### config.mk
export PLATFORM = sky130hd
export DESIGN_NAME = pwm_action_timer
export DESIGN_NICKNAME = d
export VERILOG_FILES = /design/src/rtl/pwm_pkg.sv /design/src/rtl/pwm_action_out.sv /design/src/rtl/pwm_count_path.sv /design/src/rtl/pwm_regs_ctrl.sv /design/src/rtl/pwm_action_timer.sv
export SDC_FILE = /design/constraint.sdc
export NUM_CORES = 1
export LEC_CHECK = 0
export BUFFER_PORTS_ARGS = -buffer_cell sky130_fd_sc_hd__clkbuf_2
export CORE_MARGIN = 4
export CORE_UTILIZATION = 45
export CTS_CLUSTER_DIAMETER = 40
export DETAILED_ROUTE_END_ITERATION = 10
export PLACE_DENSITY = 0.65
export SYNTH_ARGS = -nofsm -noshare
export SYNTH_HDL_FRONTEND = slang
export SYNTH_SLANG_ARGS = --single-unit
### constraint.sdc
create_clock -name clk -period 4.6 [get_ports clk]
set_input_delay 0.92 -clock clk [delete_from_list [all_inputs] [get_ports clk]]
set_output_delay 0.92 -clock clk [all_outputs]
set_load 0.02 [all_outputs]
### src/rtl/pwm_pkg.sv
package pwm_pkg;

  localparam int CNT_W = 16;
  localparam int ADDR_W = 4;
  localparam int CS_W = 3;
  localparam int HS_W = 3;
  localparam int PRE_W = HS_W + 1 + (2 ** CS_W) - 1;
  localparam int NUM_CH = 2;

  localparam logic [ADDR_W-1:0] ADDR_TCFG   = 4'd0;
  localparam logic [ADDR_W-1:0] ADDR_PERIOD = 4'd1;
  localparam logic [ADDR_W-1:0] ADDR_CMPA   = 4'd2;
  localparam logic [ADDR_W-1:0] ADDR_CMPB   = 4'd3;
  localparam logic [ADDR_W-1:0] ADDR_CMODE  = 4'd4;
  localparam logic [ADDR_W-1:0] ADDR_ACTA   = 4'd5;
  localparam logic [ADDR_W-1:0] ADDR_ACTB   = 4'd6;
  localparam logic [ADDR_W-1:0] ADDR_EVCFG  = 4'd7;
  localparam logic [ADDR_W-1:0] ADDR_INTCLR = 4'd8;

  localparam logic [1:0] MODE_FREEZE = 2'd3;

  typedef enum logic [1:0] {
    ACT_NONE   = 2'd0,
    ACT_CLEAR  = 2'd1,
    ACT_SET    = 2'd2,
    ACT_TOGGLE = 2'd3
  } pwmAct_e;

  typedef struct packed {
    logic zero;
    logic prd;
    logic cmpA;
    logic cmpB;
  } cntEvt_t;

  typedef struct packed {
    logic                     tick;
    logic                     freeze;
    logic [CNT_W-1:0]         period;
    logic                     cmpWrA;
    logic                     cmpWrB;
    logic [CNT_W-1:0]         cmpData;
    logic                     shadowA;
    logic                     shadowB;
    logic [NUM_CH-1:0][7:0]   actCfg;
  } dpCtrl_t;

  function automatic logic pickEvt(cntEvt_t e, logic [1:0] src);
    case (src)
      2'd0:    pickEvt = e.zero;
      2'd1:    pickEvt = e.prd;
      2'd2:    pickEvt = e.cmpA;
      default: pickEvt = e.cmpB;
    endcase
  endfunction

endpackage

### src/rtl/pwm_action_out.sv
module pwm_action_out
  import pwm_pkg::*;
(
  input  logic       clk,
  input  logic       rst,
  input  logic [7:0] actCfg,
  input  cntEvt_t    evt,
  output logic       pwmQ
);

  pwmAct_e winAct;

  // Priority: compare A, compare B, period, zero; "none" actions fall through.
  always_comb begin
    winAct = ACT_NONE;
    if (evt.cmpA && actCfg[5:4] != 2'd0)      winAct = pwmAct_e'(actCfg[5:4]);
    else if (evt.cmpB && actCfg[7:6] != 2'd0) winAct = pwmAct_e'(actCfg[7:6]);
    else if (evt.prd && actCfg[3:2] != 2'd0)  winAct = pwmAct_e'(actCfg[3:2]);
    else if (evt.zero && actCfg[1:0] != 2'd0) winAct = pwmAct_e'(actCfg[1:0]);
  end

  always_ff @(posedge clk) begin
    if (rst) begin
      pwmQ <= 1'b0;
    end else begin
      case (winAct)
        ACT_CLEAR:  pwmQ <= 1'b0;
        ACT_SET:    pwmQ <= 1'b1;
        ACT_TOGGLE: pwmQ <= ~pwmQ;
        default:    pwmQ <= pwmQ;
      endcase
    end
  end


  no_evt_hold_chk: assert property (@(posedge clk) disable iff (rst)
    !(evt.zero || evt.prd || evt.cmpA || evt.cmpB) |=> $stable(pwmQ));

endmodule

### src/rtl/pwm_count_path.sv
module pwm_count_path
  import pwm_pkg::*;
(
  input  logic              clk,
  input  logic              rst,
  input  dpCtrl_t           ctl,
  output logic [CNT_W-1:0]  cnt,
  output cntEvt_t           evt,
  output logic [NUM_CH-1:0] pwmOut
);

  logic             run;
  logic [CNT_W-1:0] cmpActA;
  logic [CNT_W-1:0] cmpActB;
  logic [CNT_W-1:0] cmpShA;
  logic [CNT_W-1:0] cmpShB;

  assign run = ctl.tick && !ctl.freeze;

  always_comb begin
    evt.zero = run && (cnt == '0);
    evt.prd  = run && (cnt == ctl.period);
    evt.cmpA = run && (cnt == cmpActA);
    evt.cmpB = run && (cnt == cmpActB);
  end

  always_ff @(posedge clk) begin
    if (rst) begin
      cnt <= '0;
    end else if (run) begin
      if (cnt >= ctl.period) cnt <= '0;
      else                   cnt <= cnt + CNT_W'(1);
    end
  end

  always_ff @(posedge clk) begin
    if (rst) begin
      cmpActA <= '0;
      cmpActB <= '0;
      cmpShA  <= '0;
      cmpShB  <= '0;
    end else begin
      if (ctl.cmpWrA) begin
        if (ctl.shadowA) cmpShA  <= ctl.cmpData;
        else             cmpActA <= ctl.cmpData;
      end
      if (ctl.cmpWrB) begin
        if (ctl.shadowB) cmpShB  <= ctl.cmpData;
        else             cmpActB <= ctl.cmpData;
      end
      if (evt.zero && ctl.shadowA) cmpActA <= cmpShA;
      if (evt.zero && ctl.shadowB) cmpActB <= cmpShB;
    end
  end

  for (genvar ch = 0; ch < NUM_CH; ch++) begin : g_ch
    pwm_action_out u_act (
      .clk    (clk),
      .rst    (rst),
      .actCfg (ctl.actCfg[ch]),
      .evt    (evt),
      .pwmQ   (pwmOut[ch])
    );
  end


  no_tick_hold_chk: assert property (@(posedge clk) disable iff (rst)
    !ctl.tick |=> $stable(cnt));


  freeze_hold_chk: assert property (@(posedge clk) disable iff (rst)
    ctl.freeze |=> $stable(cnt));


  wrap_zero_chk: assert property (@(posedge clk) disable iff (rst)
    (ctl.tick && !ctl.freeze && cnt >= ctl.period) |=> (cnt == '0));

endmodule

### src/rtl/pwm_regs_ctrl.sv
module pwm_regs_ctrl
  import pwm_pkg::*;
(
  input  logic              clk,
  input  logic              rst,
  input  logic              syncEn,
  input  logic              wrEn,
  input  logic [ADDR_W-1:0] wrAddr,
  input  logic [CNT_W-1:0]  wrData,
  input  cntEvt_t           evt,
  output dpCtrl_t           ctl,
  output logic              intPulse,
  output logic              intFlag,
  output logic              socPulse
);

  logic [1:0]             modeSel;
  logic [HS_W-1:0]        fastCode;
  logic [CS_W-1:0]        coarseCode;
  logic [CNT_W-1:0]       periodReg;
  logic                   shA;
  logic                   shB;
  logic [NUM_CH-1:0][7:0] actReg;
  logic                   intEn;
  logic [1:0]             intSrc;
  logic [1:0]             intEvery;
  logic                   socEn;
  logic [1:0]             socSrc;

  logic [PRE_W-1:0] preCnt;
  logic [PRE_W-1:0] fastFac;
  logic [PRE_W-1:0] divVal;
  logic             tick;
  logic [1:0]       evtCnt;
  logic             intClr;
  logic             intHit;

  always_ff @(posedge clk) begin
    if (rst) begin
      modeSel    <= '0;
      fastCode   <= '0;
      coarseCode <= '0;
      periodReg  <= '0;
      shA        <= 1'b0;
      shB        <= 1'b0;
      actReg     <= '0;
      intEn      <= 1'b0;
      intSrc     <= '0;
      intEvery   <= '0;
      socEn      <= 1'b0;
      socSrc     <= '0;
    end else if (wrEn) begin
      case (wrAddr)
        ADDR_TCFG: begin
          modeSel    <= wrData[1:0];
          fastCode   <= wrData[4:2];
          coarseCode <= wrData[7:5];
        end
        ADDR_PERIOD: periodReg <= wrData;
        ADDR_CMODE: begin
          shA <= wrData[0];
          shB <= wrData[1];
        end
        ADDR_ACTA: actReg[0] <= wrData[7:0];
        ADDR_ACTB: actReg[1] <= wrData[7:0];
        ADDR_EVCFG: begin
          intEn    <= wrData[0];
          intSrc   <= wrData[2:1];
          intEvery <= wrData[4:3];
          socEn    <= wrData[5];
          socSrc   <= wrData[7:6];
        end
        default: ;
      endcase
    end
  end

  // Two cascaded divide factors folded into one ratio.
  always_comb begin
    fastFac = (fastCode == '0) ? PRE_W'(1) : PRE_W'({fastCode, 1'b0});
    divVal  = fastFac << coarseCode;
    tick    = syncEn && (preCnt >= divVal - PRE_W'(1));
  end

  always_ff @(posedge clk) begin
    if (rst || !syncEn) preCnt <= '0;
    else if (tick)      preCnt <= '0;
    else                preCnt <= preCnt + PRE_W'(1);
  end

  always_comb begin
    ctl.tick    = tick;
    ctl.freeze  = (modeSel == MODE_FREEZE);
    ctl.period  = periodReg;
    ctl.cmpWrA  = wrEn && (wrAddr == ADDR_CMPA);
    ctl.cmpWrB  = wrEn && (wrAddr == ADDR_CMPB);
    ctl.cmpData = wrData;
    ctl.shadowA = shA;
    ctl.shadowB = shB;
    ctl.actCfg  = actReg;
  end

  assign intClr = wrEn && (wrAddr == ADDR_INTCLR) && wrData[0];
  assign intHit = intEn && pickEvt(evt, intSrc) && !intFlag && (intEvery != 2'd0);

  always_ff @(posedge clk) begin
    if (rst) begin
      socPulse <= 1'b0;
    end else begin
      socPulse <= socEn && pickEvt(evt, socSrc);
    end
  end

  always_ff @(posedge clk) begin
    if (rst) begin
      intFlag  <= 1'b0;
      intPulse <= 1'b0;
      evtCnt   <= '0;
    end else begin
      intPulse <= 1'b0;
      if (intClr) begin
        intFlag <= 1'b0;
        evtCnt  <= '0;
      end else if (!intEn) begin
        evtCnt <= '0;
      end else if (intHit) begin
        if (2'(evtCnt + 2'd1) == intEvery) begin
          intPulse <= 1'b1;
          intFlag  <= 1'b1;
          evtCnt   <= '0;
        end else begin
          evtCnt <= evtCnt + 2'd1;
        end
      end
    end
  end


  int_flag_chk: assert property (@(posedge clk) disable iff (rst)
    intPulse |-> intFlag);


  int_once_chk: assert property (@(posedge clk) disable iff (rst)
    intPulse |-> !$past(intFlag));


  sync_quiet_chk: assert property (@(posedge clk) disable iff (rst)
    !syncEn |=> (!socPulse && !intPulse));


  clr_drop_chk: assert property (@(posedge clk) disable iff (rst)
    intClr |=> !intFlag);

endmodule

### src/rtl/pwm_action_timer.sv
module pwm_action_timer
  import pwm_pkg::*;
(
  input  logic              clk,
  input  logic              rst,
  input  logic              syncEn,
  input  logic              wrEn,
  input  logic [ADDR_W-1:0] wrAddr,
  input  logic [CNT_W-1:0]  wrData,
  output logic              pwmA,
  output logic              pwmB,
  output logic              intPulse,
  output logic              intFlag,
  output logic              socPulse,
  output logic [CNT_W-1:0]  cntVal
);

  dpCtrl_t           ctl;
  cntEvt_t           evt;
  logic [NUM_CH-1:0] pwmOut;

  pwm_regs_ctrl u_ctrl (
    .clk      (clk),
    .rst      (rst),
    .syncEn   (syncEn),
    .wrEn     (wrEn),
    .wrAddr   (wrAddr),
    .wrData   (wrData),
    .evt      (evt),
    .ctl      (ctl),
    .intPulse (intPulse),
    .intFlag  (intFlag),
    .socPulse (socPulse)
  );

  pwm_count_path u_path (
    .clk    (clk),
    .rst    (rst),
    .ctl    (ctl),
    .cnt    (cntVal),
    .evt    (evt),
    .pwmOut (pwmOut)
  );

  assign pwmA = pwmOut[0];
  assign pwmB = pwmOut[1];

endmodule

After elaboration in Yosys (flattened, before gate mapping). Index checks and enable logic that the tools add are counted.

Input port bits: 24. Bits in registers: 148. Word-level logic and storage cells: 145.

Equal/unequal tests: 25. Multiplexer cells: 23. $add $sub $neg: 4. Order comparisons: 2. Shifts and indexed selects: 1. Bitwise logic cells: 4. Reductions and logical operators: 61.

Operator list (number): $mux 16 (7); $eq 16x16->1 (3); $logic_and 1x1->1 (24); $reduce_bool 2->1 (11); $reduce_and 2->1 (10); $mux 2 (9); $add 16x1->16 const B (1); $eq 4x3->1 const B (4); $ge 16x16->1 (1); $logic_not 16->1 (1); $eq 2x2->1 const B (7); $pmux 1 s3 (4); $add 11x1->11 const B (1); $ge 11x11->1 (1); $shl 11x3->11 (1); $sub 11x1->11 const B (1); $eq 2x1->1 const B (4); $eq 4x2->1 const B (2); $reduce_bool 3->1 (2); $eq 4x1->1 const B (1); $eq 4x4->1 const B (1); $logic_not 2->1 (2); $logic_not 4->1 (1); $mux 4 (1); 12 further kinds (20).

Depth between registers and ports, before layout. Gate-level depths: netlist of run 1.

Word-level depth: 15. Depth in mapped cells: 17.

Cells and area by module. A second synthesis of run 1 with hierarchy kept.

Cells, all modules: 927. Area, all modules: 7933.9 µm².

Modules (own cells, without submodules): pwm_count_path (instances 1, cells an instance 489, sequential area each 1601.5 µm², area each 4247.8 µm²); pwm_regs_ctrl (instances 1, cells an instance 404, sequential area each 1321.3 µm², area each 3453.3 µm²); pwm_action_out (instances 2, cells an instance 17, sequential area each 20.0 µm², area each 116.4 µm²).

Worst setup path before layout of run 1. Ideal clock, no wire load.

Path type: register -> register. Start: reg u_ctrl.coarseCode[1]. End: reg u_path.cmpActB[14]. Path slack: 971 ps. Required time: 4530 ps. Data arrival time: 3558 ps. Path buffers: 3. Cell stages (with the launch flop): 18. Path through: dfxtp_1 -> clkbuf_1 -> clkbuf_1 -> nor2_1 -> o21ai_0 -> ha_1 -> and4bb_2 -> o211ai_1 -> xnor2_1 -> ha_1 -> a21oi_1 -> o21ai_0 -> a31oi_2 -> a2111oi_4 -> nor2_1 -> buf_2 -> nand2_1 -> a21oi_1.

Word-level cells in the longest chain between the ends: 9. Elaborated cells between the ends (all ways): 11. Those cells by class: 1 x add/sub; 1 x order compare; 1 x eq/ne; 1 x shift; 1 x mux; 6 x reduce/logical.

Ends and longest elaborated chain: from (decl) (line pwm_regs_ctrl.sv:19) `logic [CS_W-1:0] coarseCode;`; from (signal assigned) (line pwm_regs_ctrl.sv:57) `coarseCode <= wrData[7:5];`; $shl 11x3->11 (*) (line pwm_regs_ctrl.sv:81) `divVal = fastFac << coarseCode;`; $sub 11x1->11 (*) (line pwm_regs_ctrl.sv:82) `tick = syncEn && (preCnt >= divVal - PRE_W'(1));`; $ge 11x11->1 (*) (line pwm_regs_ctrl.sv:82); $logic_and 1x1->1 (*) (line pwm_regs_ctrl.sv:82); $logic_and 1x1->1 (*) (line pwm_count_path.sv:18) `assign run = ctl.tick && !ctl.freeze;`; $logic_and 1x1->1 (*) (line pwm_count_path.sv:21) `evt.zero = run && (cnt == '0);`; $logic_and 1x1->1 (*) (line pwm_count_path.sv:52) `if (evt.zero && ctl.shadowB) cmpActB <= cmpShB;`; $ne 2x1->1 (no line) / $reduce_bool 2->1 (equally long branches); $reduce_and 2->1 (no line); to (signal assigned) (line pwm_count_path.sv:49) `else cmpActB <= ctl.cmpData;`; to (signal assigned) (line pwm_count_path.sv:52); to (decl) (line pwm_count_path.sv:14) `logic [CNT_W-1:0] cmpActB;`.

Mark *: on every way between the ends. The rest lies on a longest branch, timed or not. A chain may end at the register's enable or synchronous reset.

Worst setup path after layout of run 1.
Start: reg u_ctrl.fastCode[2]. End: reg u_path.cnt[14].

Word-level cells in the longest chain between the ends: 7.

Ends and longest elaborated chain: from (decl) (line pwm_regs_ctrl.sv:18) `logic [HS_W-1:0] fastCode;`; from (signal assigned) (line pwm_regs_ctrl.sv:56) `fastCode <= wrData[4:2];`; $logic_not 3->1 (line pwm_regs_ctrl.sv:80) `fastFac = (fastCode == '0) ? PRE_W'(1) : PRE_W'({fastCode, 1'b0});`; $mux 4 (*) (line pwm_regs_ctrl.sv:80); $shl 11x3->11 (*) (line pwm_regs_ctrl.sv:81); $sub 11x1->11 (*) (line pwm_regs_ctrl.sv:82); $ge 11x11->1 (*) (line pwm_regs_ctrl.sv:82); $logic_and 1x1->1 (*) (line pwm_regs_ctrl.sv:82); $logic_and 1x1->1 (*) (line pwm_count_path.sv:18); to (signal assigned) (line pwm_count_path.sv:32) `else cnt <= cnt + CNT_W'(1);`; to (decl) (line pwm_count_path.sv:7) `output logic [CNT_W-1:0] cnt,`.

Marked as above.

==> qor.yml, run 1 <==
outcome: "complete, no violations"
ctsLongestPathBuffers: 2
maximum_cell_stage_delay_along_the_critical_path_ps: 600
worstPathMaxFanout: 14
finalMaxSlewViolations: 0
grt.busiest_layer: "met2"
synth-edff-count: 0
max_freq_mhz: 244
postSynthRegisterBits: 148
critPathRequiredTime_ps: 4950
critical-path-top-delay-family: "simple AND/OR/NAND/NOR gates"
critical_path.slowest_cell: "sky130_fd_sc_hd__a21oi_2"
power_per_cell_area_mw_per_mm2: 341
min_period_ps: 4110
critical_path.n_buffers_inverters: 0
track_usage: 0.196
postRouteWirelength_um: 19100
min_period_over_period: 0.893
tritoncts: "yes"
core_area_mm2: 0.0167
dpl.cell_count: 1134
mappedNetlistArea_mm2: 0.00773
die_w_um: 139
globalRouteMet2Util: 0.310
routed-via-count: 6375
area_delta_synth_final_pct: 12.1
synthesis.yosys.warnings: 0
antenna_found_initial: 0
drive_gt1_frac: 0.120
mostFrequentLayoutCells: "148 x sky130_fd_sc_hd__dfxtp_1, 139 x sky130_fd_sc_hd__nand2_1, 94 x sky130_fd_sc_hd__a21oi_1"
setup.worst_path.start_class: "flip-flop"
syn-instance-count: 922
cts.reportedPaths.clkPinSlew_ps: 60
timing.setup.critical_path_class: "reg -> reg"
max_cap_viol_count: 0
timing.critical_path.to_type: "flip-flop"
average_wire_per_standard_cell_um: 16.4
use_met3: 0.0341
rsz0062_at_grt: "false"
die-area_mm2: 0.0193
synth_area_leader_cell: "sky130_fd_sc_hd__dfxtp_1"
synth.distinct_cells: 64
avgSynthCellArea_um2: 8.38
routabilityCongestion: 0.827
number_of_optimization_iterations_in_the_first_detailed_route_pass: 5
yosys.area.top_type_share: 0.383
cts_sinks: 148
setup_tns_ps: 0
global_route_wire_length_before_repair_um: 30900
report.final.setup_viol: 0
timing.hold.worst.class: "reg -> reg"
chipHeight_um: 139
ioPinCount: 45
synth_top_flop_cell: "sky130_fd_sc_hd__dfxtp_1"
top_area_cells_in_the_synthesized_netlist: "sky130_fd_sc_hd__dfxtp_1 38%, sky130_fd_sc_hd__nand2_1 6.8%, sky130_fd_sc_hd__a21oi_1 6.1%, sky130_fd_sc_hd__mux2i_1 5.4%, sky130_fd_sc_hd__ha_1 5.0%"
hold_violations: 0
dp.final_hpwl_um: 13200
max_slew.worst_pin.slew_ps: 932
antenna_violating_nets_post_route: 0
portBuffers: 44
fp-row-count: 47
leakagePower_nw: 3.28
vias_in_the_first_global_route: 5933
hold_ws_ps: 455
clock-skew-final_ps: 19.5
antenna_cells_inserted: 0
yosysSeqAreaShare: 0.383
vias_per_cell: 5.45
final_common_cell: "sky130_fd_sc_hd__dfxtp_1"
cts.htree.levels: 4
max-vdd-ir-drop_mv: 0.263
drc: 0
asr_flop_ratio_synth: 0
use_met1: 0.278
stdcell_count: 1169
layout.nets: 991
drt_iter0_drc: 424
cp_most_frequent_cell: "sky130_fd_sc_hd__nand2_1"
cts_buffers: 17
crit_path_cell_trace: "nor2b_1 > a21o_1 > nor2_1 > a211oi_1 > and4bb_2 > xnor2_1 > ha_1 > nand2_1 > o21ai_0 > nand2_1 > a21oi_2 > nand2_1 > or3_1 > a21oi_1"
grt_max_degree: 76
timing.critical_path.arrival_ps: 4460
grt_overflow: 0
finish.utilization: 0.519
floorplan.initialDensity: 0.463
cts_root_buffer: "sky130_fd_sc_hd__clkbuf_16"
relSlewSlack: 0.379
clock_latency_on_the_worst_skew_pair_ps: 430
syn-num-nets: 977
-- synthesized netlist by cell type, drive strengths merged, types with 3 or more instances --
master and n:
a21o 8, a31oi 6, nor2b 8, a21oi 95, nand4 22, mux2i 42, and3b 3, nand2b 5
mux4 3, nor3 3, dfxtp 148, a2111oi 3, nor2 93, nand2 139, a211oi 5, a22oi 33
and2 7, nand3b 3, xor2 22, nand3 31, and3 12, o21ai 24, ha 31, buf 19
xnor2 41, nor3b 3, nor4 5, inv 28, o21a 7, clkbuf 47
-- worst paths after layout --
path | start | end | slack [ps] | depth (start not counted)
worst min register to register | u_path.cmpShB[3]$_SDFFE_PP0P_ | u_path.cmpShB[3]$_SDFFE_PP0P_ | 450 | 2
worst min-delay path | u_path.cmpShB[3]$_SDFFE_PP0P_ | u_path.cmpShB[3]$_SDFFE_PP0P_ | 450 | 2
worst max-delay path | u_ctrl.fastCode[2]$_SDFFE_PP0P_ | u_path.cnt[14]$_SDFFE_PP0P_ | 490 | 14
worst max register to register | u_ctrl.fastCode[2]$_SDFFE_PP0P_ | u_path.cnt[14]$_SDFFE_PP0P_ | 490 | 14
-- flip-flops by register name, indices dropped and copies added (netlist names), 3 cells and up --
name,count
u_ctrl.preCnt,11
u_ctrl.fastCode,3
u_path.cmpShA,16
u_ctrl.ctl,16
u_ctrl.periodReg,16
u_path.cmpActB,16
u_path.cmpActA,16
u_path.cmpShB,16
u_path.cnt,16
u_ctrl.coarseCode,3
-- layout make-up --
| type | instances | area [um^2] |
|---|---|---|
| fillers | 1628 | 8040 |
| multi-input cells | 680 | 4390 |
| flip-flops and latches | 148 | 2960 |
| clock buffers | 19 | 443 |
| repair buffers | 61 | 363 |
| well taps | 220 | 275 |
| clock inverters | 13 | 123 |
| inverters | 28 | 105 |
-- cell families (layout without fill, tap and decap cells) --
| kind of cell | Yosys count | in the layout | share of synthesized area |
|---|---|---|---|
| AO/OA/AOI/OAI | 195 | 195 | 0.158 |
| XOR/XNOR | 63 | 63 | 0.0802 |
| adder cells (fa/ha/maj) | 32 | 32 | 0.0515 |
| buffers and inverters | 94 | 121 | 0.0515 |
| flip-flops | 148 | 148 | 0.383 |
| multiplexers | 45 | 45 | 0.0646 |
| AND/OR/NAND/NOR | 345 | 345 | 0.211 |
-- per-layer routing --
| metal | wire length (um) | share of wire |
|---|---|---|
| met1 | 9540 | 0.50 |
| met3 | 711 | 0.037 |
| met5 | 0 | 0 |
| met2 | 8670 | 0.45 |
| met4 | 223 | 0.012 |
-- worst reg2reg max path, cell delays in order (launching register included) --
cell and delay, ps:
sky130_fd_sc_hd__dfxtp_1 570, sky130_fd_sc_hd__nor2b_1 280, sky130_fd_sc_hd__a21o_1 130, sky130_fd_sc_hd__nor2_1 40, sky130_fd_sc_hd__a211oi_1 400, sky130_fd_sc_hd__and4bb_2 310, sky130_fd_sc_hd__xnor2_1 130, sky130_fd_sc_hd__ha_1 300
sky130_fd_sc_hd__nand2_1 60, sky130_fd_sc_hd__o21ai_0 210, sky130_fd_sc_hd__nand2_1 300, sky130_fd_sc_hd__a21oi_2 610, sky130_fd_sc_hd__nand2_1 190, sky130_fd_sc_hd__or3_1 370, sky130_fd_sc_hd__a21oi_1 140
-- report_power, final --
group	internal [mW]	total, mW	switching (mW)
logic	0.113	0.315	0.202
clock network	0.765	1.33	0.564
registers	1.30	1.31	0.0144
total	2.17	2.95	0.780
-- through the flow --
step | worst slack, ps | power, mW | instance area [um^2]
after global placement | 253 | 1.65 | 8040
final | 493 | 2.95 | 8660
after detailed placement | 159 | 1.65 | 8040
after CTS | 141 | 2.97 | 8610
after global routing | 10.8 | 3.05 | 8660
after floorplan | 971 | 1.55 | 7730
-- what timing repair did --
action | in CTS | in global routing
hold buffers | 0 | 0
gates resized for setup | 0 | 4
setup endpoints to repair | 0 | 38
buffers inserted | 0 | 3
Power figures use the tool's default switching activity.
==> run 2: changes to the inputs <==
Settings changed: CAP_MARGIN from default to 20, PLACE_DENSITY 0.65 to default, PLACE_DENSITY_LB_ADDON from default to 0.1.
==> run 2 against run 1 <==
Total power grew 3.1%. Combinational power up 3%. Largest power group unchanged. Clock power up 6%. Highest routed layer unchanged.
==> qor.yml, run 2 (synthesis results as in run 1) <==
max_slew.worst_pin.slew_ps: 977  # was 932 ps
die-area_mm2: 0.0193  # unchanged
cts.reportedPaths.clkPinSlew_ps: 60  # about the same
outcome: "complete, no violations"  # unchanged
die_w_um: 139  # unchanged
ctsLongestPathBuffers: 2  # unchanged
hold_violations: 0  # unchanged
drt_iter0_drc: 479  # was 424
report.final.setup_viol: 0  # unchanged
setup.worst_path.start_class: "flip-flop"  # unchanged
antenna_violating_nets_post_route: 0  # unchanged
critPathRequiredTime_ps: 4960  # was 4950 ps
layout.nets: 999  # was 991
finalMaxSlewViolations: 0  # unchanged
ioPinCount: 45  # unchanged
p_comb_frac: 0.106  # was 0.107
hold_buffers: 0  # unchanged
drc: 0  # unchanged
relSlewSlack: 0.349  # was 0.379
worst_slack_ps: 537  # was 493 ps
dp.final_hpwl_um: 13700  # was 13,200 um
setup_tns_ps: 0  # unchanged
holdPathStages: 2  # unchanged
floorplan.initialDensity: 0.463  # unchanged
average_wire_per_standard_cell_um: 16.9  # was 16.4 um
portBuffers: 44  # unchanged
clock_power_share: 0.464  # was 0.450
max-vdd-ir-drop_mv: 0.345  # was 0.263 mV
switchingPower_mw: 0.820  # was 0.780 mW
vias_per_cell: 5.40  # was 5.45
routed-via-count: 6361  # was 6,375
drive_gt1_frac: 0.129  # was 0.120
timing.setup.critical_path_class: "reg -> reg"  # unchanged
preCtsSetupSlack_ps: 311  # was 159 ps
tritoncts: "yes"  # unchanged
leakagePower_nw: 3.32  # was 3.28 nW
min_period_over_period: 0.883  # was 0.893
number_of_optimization_iterations_in_the_first_detailed_route_pass: 5  # unchanged
grt_overflow: 0  # unchanged
cts_root_buffer: "sky130_fd_sc_hd__clkbuf_16"  # unchanged
max_freq_mhz: 246  # was 244 MHz
clock_latency_on_the_worst_skew_pair_ps: 430  # about the same
grt_max_degree: 69  # was 76
area_delta_synth_final_pct: 13.1  # was 12.1%
antenna_found_initial: 0  # unchanged
timing.hold.worst.class: "reg -> reg"  # unchanged
clock-skew-final_ps: 11.8  # was 19.5 ps
final_common_cell: "sky130_fd_sc_hd__dfxtp_1"  # unchanged
switching_share: 0.269  # was 0.264
chipHeight_um: 139  # unchanged
min_period_ps: 4060  # was 4110 ps
p_int_mw: 2.23  # was 2.17 mW
timing.critical_path.to_type: "flip-flop"  # unchanged
routabilityCongestion: 0.831  # was 0.827
fp-row-count: 47  # unchanged
rsz0062_at_grt: "false"  # unchanged
postRouteWirelength_um: 19900  # was 19,100 um
cts.htree.levels: 4  # unchanged
core_area_mm2: 0.0167  # unchanged
global_route_wire_length_before_repair_um: 32400  # was 30,900 um
worst_r2r_path_depth: 15  # was 14
dpl.cell_count: 1142  # was 1,134
timing.critical_path.arrival_ps: 4420  # was 4460 ps
sequentialPowerShare: 0.430  # was 0.443
max_cap_viol_count: 0  # unchanged
stdcell_count: 1177  # was 1,169
track_usage: 0.207  # was 0.196
vias_in_the_first_global_route: 5946  # was 5,933
cts_buffers: 17  # unchanged
worstPathMaxFanout: 18  # was 14
power_per_cell_area_mw_per_mm2: 349  # was 341 mW/mm^2
cts_sinks: 148  # unchanged
mostFrequentLayoutCells: "148 x sky130_fd_sc_hd__dfxtp_1, 139 x sky130_fd_sc_hd__nand2_1, 94 x sky130_fd_sc_hd__a21oi_1"  # unchanged
antenna_cells_inserted: 0  # unchanged
run 2: cell count changes in the layout (fill, tap and decap cells not counted), sizes merged:
cell | before | now
bufinv | 1 | 2
clkinv | 6 | 3
inv | 33 | 34
clkinvlp | 1 | 4
clkbuf | 62 | 60
buf | 18 | 26
run 2: final timing paths:
kind | from | to | slack [ps]
worst min register to register | u_ctrl.modeSel[1]$_SDFFE_PP0P_ | u_ctrl.modeSel[1]$_SDFFE_PP0P_ | 450
worst max register to register | u_ctrl.fastCode[0]$_SDFFE_PP0P_ | u_path.cnt[14]$_SDFFE_PP0P_ | 540
worst max-delay path | u_ctrl.fastCode[0]$_SDFFE_PP0P_ | u_path.cnt[14]$_SDFFE_PP0P_ | 540
worst min-delay path | u_ctrl.modeSel[1]$_SDFFE_PP0P_ | u_ctrl.modeSel[1]$_SDFFE_PP0P_ | 450
run 2: per-layer routing:
layer | track usage | vias to the layer above | wire length (um)
li1 | - | 3233 | -
met3 | 0.0424 | 10 | 969
met4 | 0.0422 | 0 | 136
met2 | 0.312 | 124 | 8660
met5 | 0 | - | 0
met1 | 0.307 | 2994 | 10100
run 2: what timing repair did:
| action | in CTS | in global routing |
|---|---|---|
| setup endpoints to repair | 0 | 22 |
| buffers inserted | 0 | 2 |
| resized for setup | 0 | 1 |
run 2: power by group through the flow:
| stage | Sequential (mW) | Clock (mW) | Combinational [mW] |
|---|---|---|---|
| after floorplan | 1.34 | 0 | 0.214 |
| after detailed placement | 1.34 | 0 | 0.322 |
| after global placement | 1.34 | 0 | 0.322 |
| after CTS | 1.31 | 1.44 | 0.324 |
| after global routing | 1.31 | 1.49 | 0.354 |
| final | 1.31 | 1.41 | 0.323 |
run 2: stage by stage:
| stage | area [um^2] | hold WS [ps] | util | power [mW] |
|---|---|---|---|---|
| 2_1_floorplan | 7730 | 436 | - | 1.55 |
| 3_3_place_gp | 8110 | 445 | 0.485 | 1.66 |
| 3_5_place_dp | 8110 | 447 | 0.485 | 1.66 |
| 4_1_cts | 8700 | 455 | 0.521 | 3.07 |
| 5_1_grt | 8730 | 469 | 0.523 | 3.16 |
| 6_report | 8730 | 452 | 0.523 | 3.05 |
run 2: area by class of cell:
| cell class | instances | area, um^2 |
|---|---|---|
| Fill cell | 1673 | 7970 |
| Multi-Input combinational cell | 680 | 4380 |
| Timing Repair Buffer | 69 | 414 |
| Sequential cell | 148 | 2960 |
| Inverter | 28 | 105 |
| Clock inverter | 15 | 170 |
| Tap cell | 220 | 275 |
| Clock buffer | 17 | 425 |
run 2: critical path: stages (launching register included):
cell and delay, ps:
sky130_fd_sc_hd__dfxtp_1 470, sky130_fd_sc_hd__nor4b_1 430, sky130_fd_sc_hd__a21oi_1 110, sky130_fd_sc_hd__a211oi_1 410, sky130_fd_sc_hd__and4bb_2 310, sky130_fd_sc_hd__o211ai_1 100
sky130_fd_sc_hd__xnor2_1 100, sky130_fd_sc_hd__ha_1 300, sky130_fd_sc_hd__a21oi_1 70, sky130_fd_sc_hd__o21ai_0 200, sky130_fd_sc_hd__a31oi_2 80, sky130_fd_sc_hd__buf_4 200
sky130_fd_sc_hd__a21oi_2 500, sky130_fd_sc_hd__nand2_1 200, sky130_fd_sc_hd__or3_1 380, sky130_fd_sc_hd__a21oi_1 130
==> run 3: changes to the inputs <==
Settings changed: CORE_UTILIZATION 45 to 60.
Clock period 4.6 ns to 4.36 ns, I/O delays scaled along.
==> run 3 against run 2 <==
Total power grew 2.3%. Clock power is essentially flat. Critical path depth is the same. Non-clock buffer count shrank 7. Register-to-register slack lost 220 ps. Clock-buffer cell count grew 5. Critical path type unchanged.
==> qor.yml, run 3 (synthesis results as in run 1) <==
rsz0062_at_grt: "false"  # unchanged
total_power_mw: 3.12  # was 3.05 mW
track_usage: 0.271  # was 0.207
routabilityCongestion: 0.921  # was 0.831
filler_cell_count: 1067  # was 1,673
die-area_mm2: 0.0148  # was 0.0193 mm^2
chipHeight_um: 121  # was 139 um
min_period_over_period: 0.927  # was 0.883
finalMaxSlewViolations: 0  # unchanged
area_delta_synth_final_pct: 11.4  # was 13.1%
top_layer_used: "met4"  # unchanged
setup.worst_path.start_class: "flip-flop"  # unchanged
leakagePower_nw: 3.28  # was 3.32 nW
timing.critical_path.arrival_ps: 4360  # was 4420 ps
timing.critical_path.to_type: "flip-flop"  # unchanged
number_of_optimization_iterations_in_the_first_detailed_route_pass: 6  # was 5
dr_wl_met3_um: 1260  # was 969 um
min-delay-start: "u_path.cmpShB[12]$_SDFFE_PP0P_"  # was u_ctrl.modeSel[1]$_SDFFE_PP0P_
clock-skew-final_ps: 9.99  # was 11.8 ps
drc: 0  # unchanged
min_period_ps: 4040  # was 4060 ps
dpl.cell_count: 1086  # was 1,142
met2_wirelength_um: 9190  # was 8660 um
tritoncts: "yes"  # unchanged
cts_sinks: 148  # unchanged
max_freq_mhz: 247  # was 246 MHz
antenna_found_initial: 0  # unchanged
dp.final_hpwl_um: 13400  # was 13,700 um
min_to: "u_path.cmpShB[12]$_SDFFE_PP0P_"  # was u_ctrl.modeSel[1]$_SDFFE_PP0P_
relSlewSlack: 0.346  # was 0.349
outcome: "complete, no violations"  # unchanged
worst-r2r-setup-slack_ps: 320  # was 540 ps
routedLengthMet1_um: 8500  # was 10,100 um
core_area_mm2: 0.0126  # was 0.0167 mm^2
stdcell_count: 1122  # was 1,177
average_wire_per_standard_cell_um: 17.3  # was 16.9 um
critPathRequiredTime_ps: 4680  # was 4960 ps
cts_root_buffer: "sky130_fd_sc_hd__clkbuf_16"  # unchanged
timing.setup.critical_path_class: "reg -> reg"  # unchanged
hold_violations: 0  # unchanged
mostFrequentLayoutCells: "148 x sky130_fd_sc_hd__dfxtp_1, 139 x sky130_fd_sc_hd__nand2_1, 94 x sky130_fd_sc_hd__a21oi_1"  # unchanged
vias_per_cell: 5.99  # was 5.40
crit-reg2reg-launch: "u_ctrl.coarseCode[0]$_SDFFE_PP0P_"  # was u_ctrl.fastCode[0]$_SDFFE_PP0P_
power_per_cell_area_mw_per_mm2: 362  # was 349 mW/mm^2
drt_iter0_drc: 656  # was 479
max_slew.worst_pin.slew_ps: 982  # was 977 ps
ctsLongestPathBuffers: 2  # unchanged
grt_overflow: 0  # unchanged
report.final.setup_viol: 0  # unchanged
layout.nets: 992  # was 999
final_common_cell: "sky130_fd_sc_hd__dfxtp_1"  # unchanged
postRouteWirelength_um: 19500  # was 19,900 um
fp-row-count: 41  # was 47
antenna_cells_inserted: 0  # unchanged
floorplan.initialDensity: 0.612  # was 0.463
timing.hold.worst.class: "reg -> reg"  # unchanged
portBuffers: 44  # unchanged
worstPathMaxFanout: 19  # was 18
vias_in_the_first_global_route: 6327  # was 5,946
hold_buffers: 0  # unchanged
drive_gt1_frac: 0.119  # was 0.129
clock_latency_on_the_worst_skew_pair_ps: 430  # about the same
global_route_wire_length_before_repair_um: 31500  # was 32,400 um
cts_buffers: 17  # unchanged
grt_max_degree: 82  # was 69
worst_r2r_path_depth: 15  # unchanged
max-vdd-ir-drop_mv: 0.342  # was 0.345 mV
cts.reportedPaths.clkPinSlew_ps: 60  # about the same
crit-reg2reg-capture: "u_ctrl.evtCnt[0]$_SDFFE_PP0N_"  # was u_path.cnt[14]$_SDFFE_PP0P_
cts.htree.levels: 4  # unchanged
max_cap_viol_count: 0  # unchanged
routed-via-count: 6724  # was 6,361
ioPinCount: 45  # unchanged
antenna_violating_nets_post_route: 0  # unchanged
holdPathStages: 2  # unchanged
die_w_um: 121  # was 139 um
-- run 3: worst max-delay path by stage --
stage | cells past startpoint | end | slack (ps) | start
after floorplan | 17 | u_path.cmpActB[14]$_SDFFE_PP0P_ | 730 | u_ctrl.coarseCode[1]$_SDFFE_PP0P_
after global placement | 15 | u_path.cmpActA[12]$_SDFFE_PP0P_ | 170 | u_ctrl.coarseCode[0]$_SDFFE_PP0P_
after detailed placement | 15 | u_path.cmpActA[6]$_SDFFE_PP0P_ | -20 | u_ctrl.coarseCode[0]$_SDFFE_PP0P_
after CTS | 15 | u_path.cnt[15]$_SDFFE_PP0P_ | 170 | u_ctrl.coarseCode[0]$_SDFFE_PP0P_
after global routing | 15 | u_ctrl.evtCnt[0]$_SDFFE_PP0N_ | 30 | u_ctrl.coarseCode[0]$_SDFFE_PP0P_
final | 15 | u_ctrl.evtCnt[0]$_SDFFE_PP0N_ | 320 | u_ctrl.coarseCode[0]$_SDFFE_PP0P_
-- run 3: metrics by stage --
step	cell area (um^2)	setup WS [ps]	setup TNS, ps	util	hold WS, ps
finish	8600	319	0	0.682	456
global route	8600	34.5	0	0.682	470
CTS	8570	173	0	0.679	457
detailed placement	7980	-15.4	-18.4	0.632	449
global placement	7980	174	0	0.632	443
floorplan	7730	731	0	-	436
-- run 3: critical path: stages (launching register included) --
cell                       delay [ps]
sky130_fd_sc_hd__dfxtp_1          670
sky130_fd_sc_hd__nand2b_1         210
sky130_fd_sc_hd__nor3_1           200
sky130_fd_sc_hd__o21ai_0          140
sky130_fd_sc_hd__ha_1             250
sky130_fd_sc_hd__and4bb_2         270
sky130_fd_sc_hd__o211ai_1         100
sky130_fd_sc_hd__xnor2_1          110
sky130_fd_sc_hd__ha_1             300
sky130_fd_sc_hd__nand2_1           50
sky130_fd_sc_hd__nor2_1           140
sky130_fd_sc_hd__a31oi_2          270
sky130_fd_sc_hd__a21o_1           380
sky130_fd_sc_hd__or4b_4           620
sky130_fd_sc_hd__mux2i_1          160
sky130_fd_sc_hd__nor2b_1           60
-- run 3: report_power, final --
| part | internal (mW) | leakage, nW | switching, mW |
|---|---|---|---|
| Clock | 0.834 | 0.277 | 0.566 |
| Sequential | 1.37 | 1.19 | 0.0154 |
| Combinational | 0.121 | 1.81 | 0.213 |
-- run 3: repair_timing --
| action | 4_1_cts | 5_1_grt |
|---|---|---|
| gates resized for setup | 0 | 3 |
| setup buffers | 2 | 0 |
| endpoints found under the setup margin | 16 | 19 |
| endpoints found under the hold margin | 0 | 0 |
| pin swaps | 1 | 0 |
-- run 3: layer usage --
| metal | GRT usage | vias to the layer above |
|---|---|---|
| met3 | 0.0718 | 53 |
| met4 | 0.0987 | 0 |
| li1 | - | 3222 |
| met5 | 0 | - |
| met2 | 0.438 | 228 |
| met1 | 0.348 | 3221 |
-- run 3: area by class of cell --
| type | instances | area, um^2 | share of cell area |
|---|---|---|---|
| clock buffers | 22 | 474 | 0.0551 |
| clock inverters | 10 | 98.8 | 0.0115 |
| inverters | 28 | 105 | 0.0122 |
| multi-input cells | 680 | 4390 | 0.510 |
| flip-flops and latches | 148 | 2960 | 0.344 |
| well taps | 172 | 215 | 0.0250 |
| repair buffers | 62 | 359 | 0.0417 |
